$ cat config.mk
export PLATFORM = sky130hd
export DESIGN_NAME = frc_modulator
export DESIGN_NICKNAME = d
export VERILOG_FILES = /design/src/rtl/frc_pkg.sv /design/src/rtl/frc_phase_sel.sv /design/src/rtl/frc_level_cmp.sv /design/src/rtl/frc_modulator.sv
export SDC_FILE = /design/constraint.sdc
export NUM_CORES = 1
export LEC_CHECK = 0
export BUFFER_PORTS_ARGS = -buffer_cell sky130_fd_sc_hd__buf_2
export CAP_MARGIN = 0
export CORE_AREA = 2 2 39 41
export DETAILED_ROUTE_END_ITERATION = 16
export DIE_AREA = 0 0 41 43
export GPL_TIMING_DRIVEN = 0
export MAX_ROUTING_LAYER = met4
export PLACE_DENSITY = 0.68
export SYNTH_ARGS = -nofsm -noshare
export SYNTH_HDL_FRONTEND = slang
export SYNTH_SLANG_ARGS = --single-unit
export TNS_END_PERCENT = 1
$ cat constraint.sdc
create_clock -name clk_i -period 0.8 [get_ports clk_i]
set_clock_uncertainty 0.05 [all_clocks]
set_input_delay 0.08 -clock clk_i [delete_from_list [all_inputs] [get_ports clk_i]]
set_output_delay 0.08 -clock clk_i [all_outputs]
set_load 0.02 [all_outputs]
$ cat src/rtl/frc_pkg.sv
package frc_pkg;
  typedef enum logic {TBL_A = 1'b0, TBL_B = 1'b1} tbl_sel_e;
endpackage

$ cat src/rtl/frc_phase_sel.sv
module frc_phase_sel
  import frc_pkg::*;
#(
  parameter int LEVEL_W = 4,
  parameter int SHIFT   = 8
) (
  input  logic [LEVEL_W-1:0] frame_i,
  input  logic               row_par_i,
  input  logic               col_par_i,
  output tbl_sel_e           tbl_o,
  output logic [LEVEL_W-1:0] rank_o
);
  localparam logic [LEVEL_W-1:0] SHIFT_V = LEVEL_W'(SHIFT);

  logic [LEVEL_W-1:0] phase;

  assign tbl_o = (row_par_i ^ col_par_i) ? TBL_B : TBL_A;
  assign phase = frame_i + ((tbl_o == TBL_B) ? SHIFT_V : '0);

  // bit-reversed phase spreads on-frames evenly over the cycle
  always_comb begin
    for (int i = 0; i < LEVEL_W; i++) rank_o[i] = phase[LEVEL_W-1-i];
  end
endmodule

$ cat src/rtl/frc_level_cmp.sv
module frc_level_cmp #(
  parameter int LEVEL_W = 4
) (
  input  logic [LEVEL_W-1:0] level_i,
  input  logic [LEVEL_W-1:0] rank_i,
  output logic               on_o
);
  assign on_o = (rank_i < level_i);
endmodule

$ cat src/rtl/frc_modulator.sv
module frc_modulator
  import frc_pkg::*;
#(
  parameter int N_CH    = 3,
  parameter int LEVEL_W = 4,
  parameter int SHIFT   = 8
) (
  input  logic                    clk_i,
  input  logic                    rst_ni,
  input  logic                    valid_i,
  input  logic [N_CH*LEVEL_W-1:0] level_i,
  input  logic [LEVEL_W-1:0]      frame_i,
  input  logic                    row_par_i,
  input  logic                    col_par_i,
  output logic                    valid_o,
  output logic [N_CH-1:0]         pix_o
);
  tbl_sel_e           tbl;
  logic [LEVEL_W-1:0] rank;
  logic [N_CH-1:0]    pix_d;

  frc_phase_sel #(.LEVEL_W(LEVEL_W), .SHIFT(SHIFT)) u_phase (
    .frame_i  (frame_i),
    .row_par_i(row_par_i),
    .col_par_i(col_par_i),
    .tbl_o    (tbl),
    .rank_o   (rank)
  );

  for (genvar c = 0; c < N_CH; c++) begin : g_ch
    frc_level_cmp #(.LEVEL_W(LEVEL_W)) u_cmp (
      .level_i(level_i[c*LEVEL_W +: LEVEL_W]),
      .rank_i (rank),
      .on_o   (pix_d[c])
    );
  end

  always_ff @(posedge clk_i or negedge rst_ni) begin
    if (!rst_ni) begin
      valid_o <= 1'b0;
      pix_o   <= '0;
    end else begin
      valid_o <= valid_i;
      pix_o   <= valid_i ? pix_d : '0;
    end
  end
endmodule

# [Yosys cells after proc, flatten, opt, wreduce, memory -nomap -nowiden]
# Index checks and enable logic that the tools add are counted.
# W data, S select, Z words.
[totals] reg_bits=4 latch_bits=0 mem_bits_rw=0 mem_bits_ro=0 in_bits=21 out_inout_bits=4 wordCells=10 n_memories=0
[op_classes] addsub=1 mul=0 n_div=0 order_cmp=3 n_eq_ne=0 shifts=0 n_mux=3 n_bitwise=1 n_reduce_logical=0
[op_table] operator="$lt A4 B4 Y1" n=3
[op_table] operator="$add A4 B4 Y4" n=1
[op_table] operator="$mux W4" n=1
[op_table] operator="$mux W3" n=1
[op_table] operator="$mux W1" n=1
[op_table] operator="$xor A1 B1 Y1" n=1

# [Logic depth before layout (Yosys ltp)]
[depth] word_depth=6 mapped_depth=5 mapped_depth_nobuf=5

# [Cells and area by module]
# From an unflattened synthesis, not the netlist that was laid out.
[unflattened] cells_unflattened=45 area_unflattened_um2=429.2
[modules_own_cells] module="frc_level_cmp" n_inst=3 cells_each=11 area_each_um2=85.1 seq_area_each_um2=0.0
[modules_own_cells] module="frc_modulator" n_inst=1 cells_each=7 area_each_um2=118.9 seq_area_each_um2=100.1
[modules_own_cells] module="frc_phase_sel" n_inst=1 cells_each=5 area_each_um2=55.1 seq_area_each_um2=0.0

# [Least setup slack after synthesis]
# No wires, ideal clock.
[synth_path] path_type="input to register" start="input port level_i[3]" end="register pix_o[0]" setup_ns=0.095 arrival_ns=0.752 required_ns=0.655 path_slack_ns=-0.097 cell_stages=5 path_buffers=0 path_cell_list="inv_1 ha_1 nand3_1 a21oi_1 nor4b_2"
[synth_via] elab_chain_len=2
[synth_lines] element="start, declared" line="frc_modulator.sv:11" rtl="input logic [N_CH*LEVEL_W-1:0] level_i,"
[synth_lines] element="$lt A4 B4 Y1" line="frc_level_cmp.sv:8" rtl="assign on_o = (rank_i < level_i);"
[synth_lines] element="$mux W3" line="frc_modulator.sv:44" rtl="pix_o <= valid_i ? pix_d : '0;"
[synth_lines] element="end signal, assigned" line="frc_modulator.sv:44"
[synth_lines] element="end, declared" line="frc_modulator.sv:16" rtl="output logic [N_CH-1:0] pix_o"
# No other way between the ends.

# [Worst setup path after layout]
[layout_path] start="register pix_o[1]" end="output port pix_o[1]"
# No word-level cell between the ends.

==> reports/metrics.yaml <==
coreArea_sq_um: 1380
synth_area_leader_cell: "ha_1"
combPwrFrac_pct: 37.5
timing_hold_violations_final: 0
clkSlewWorstSetupHoldPaths_ps: 40
antenna_found_initial: 0
synth_top_area_share_pct: 29.4
worstHoldEndpoint: "pix_o[1]"
avgSynthCellArea_sq_um: 9.34
grt.overflow.total: 0
fin_crit_ps: 853
finalCritPeriodShare_pct: 107
start_util_pct: 27.7
total_power_uw: 755
hold_path_class: "input port to flop"
cpPeakStageDelay_ps: 340
ant_nets: 0
crit_path_end_kind: "output pin"
leakage_nw: 0.352
drv_slew: 0
start_kind: "flop"
final_util_pct: 45.8
crit_chain: "buf_2"
path_buf_inv: 1
ys_seq_area_share_pct: 26.1
maxCapViolations: 0
setup_violations: 6
num_rows: 14
cp_slowest_cell: "dfrtp_1"
critical-path-top-delay-family: "flip-flops"
grt_pass1_wl_microns: 1200
place_ws_ps: -269
pwr-share-clk_pct: 32.5
synth_cell_types: 8
ir_drop_mv: 0.329
min_path_cells: 2
drt-initial-drc-count: 0
die_area_sq_um: 1760
synth_nets: 71
worst_pin_slew_ps: 207
netlist_instances: 41
yosysWarnings: 0
worst_slack_ps: -52.7
die_height_microns: 43
clock_sinks: 4
violations: "negative setup slack"
clk_path_buf_depth: 2
grt_pass1_vias: 365
grt_use_total_pct: 10.5
cts_tree: "done"
slew_headroom_pct: 86.1
port_buffers: 24
clockRootBuffer: "clkbuf_4"
grt_start_max_net_pins: 5
fin_setup_tns_ps: -239
whs_ps: 113
drt_pre_antenna_iters: 1
crit_arrival_ps: 720
ys_seq_elements: 4
area_growth_pct: 65.4
p_per_area_nw_per_um2: 1190
htreeDepth: 1
die_w_microns: 41
io_pins: 25
via_per_inst: 4.40
num_vias: 378
post_cts_buffers: 0
drc_errors: 0
synthTopCellsByArea: "ha_1 (29%), dfrtp_1 (26%), nor4b_2 (12%), inv_1 (8.8%), nand3_1 (7.8%)"
hp-start: "valid_i"
seqPwrFrac_pct: 30.0
syn_area_sq_um: 383
routabilityCongestion: 0.656
critPathKind: "flop to output pin"
diodes: 0
crit_path_max_fanout: 1
swShare_pct: 28.7
layout.nets: 102
required_ps: 670
layout-drive-gt1-share_pct: 52.9
status: "complete, but fails checks"
p_int_uw: 539
cts-buffers-inserted: 3
rsz0062_at_grt: "yes"
dp_hpwl_microns: 708
routedWlPerCell_microns: 9.37
fmax_mhz: 1170
switchingPower_uw: 217
wirelength_microns: 806
==> power by group through the flow <==
stage	logic [mW]	clock network (mW)	registers, mW
finish	0.283	0.246	0.227
global route	0.318	0.272	0.229
CTS	0.284	0.256	0.226
detailed placement	0.264	0	0.226
global placement	0.255	0	0.226
floorplan	0.138	0	0.251
==> placed cells by master (no fill, tap or decap) <==
cell           instances
ha_1                   6
ha_4                   3
inv_1                  9
a21oi_2                3
dfrtp_1                4
clkbuf_4               3
nand2_1                6
xnor3_2                1
nor4b_2                3
nand3_1                6
buf_6                  3
buf_2                 21
dlygate4sd3_1          2
==> registers in the layout, summed over array words and instances, names as in the netlist <==
| register | count |
|---|---|
| pix_o | 3 |
| valid_o | 1 |
==> how the worst max path moves through the flow <==
stage	to	cells after the start	start	slack, ps
after floorplan	pix_o[0]	3	frame_i[3]	-80
after global placement	pix_o[1]	5	frame_i[1]	-230
after detailed placement	pix_o[2]	5	frame_i[1]	-270
after CTS	pix_o[2]	1	pix_o[2]	-60
after global routing	pix_o[0]	1	pix_o[0]	-90
final	pix_o[1]	1	pix_o[1]	-50
==> cells by family after synthesis <==
family	after synthesis	share of synthesized area [%]
AND/OR/NAND/NOR	15	25.5
buffers and inverters	9	8.82
adder cells (fa/ha/maj)	9	29.4
XOR/XNOR	1	6.21
AO/OA/AOI/OAI	3	3.92
flip-flops	4	26.1
==> routing by layer <==
layer  GRT usage [%]  share of wire [%]  up-vias
met3            2.09                9.1        0
met5               -                  0        -
li1                -                  -      197
met4            8.00                  0        0
met2            19.1                 54       15
met1            7.99                 36      166
==> through the flow <==
step           instance area, sq um  cells
6_report                        633     86
5_1_grt                         633     86
4_1_cts                         627     86
3_5_place_dp                    572     81
3_3_place_gp                    572     81
2_1_floorplan                   432     41
==> cell usage after synthesis <==
master   count
nand2_1      6
inv_1        9
nor4b_2      3
nand3_1      6
ha_1         9
xnor3_2      1
a21oi_1      3
dfrtp_1      4
==> layout make-up <==
| type | count | area [sq um] |
|---|---|---|
| repair buffers | 26 | 159 |
| inverters | 9 | 33.8 |
| multi-input cells | 28 | 298 |
| well taps | 16 | 20.0 |
| fillers | 139 | 751 |
| clock buffers | 3 | 22.5 |
| flip-flops and latches | 4 | 100 |
==> timing repair <==
item,in CTS,in global routing
endpoints found under the hold margin,5,0
gates cloned,0,0
hold buffers,2,0
resized for setup,4,2
setup endpoints to repair,6,7
pin swaps,0,1
No activity file was read; power rests on OpenSTA's default activity.
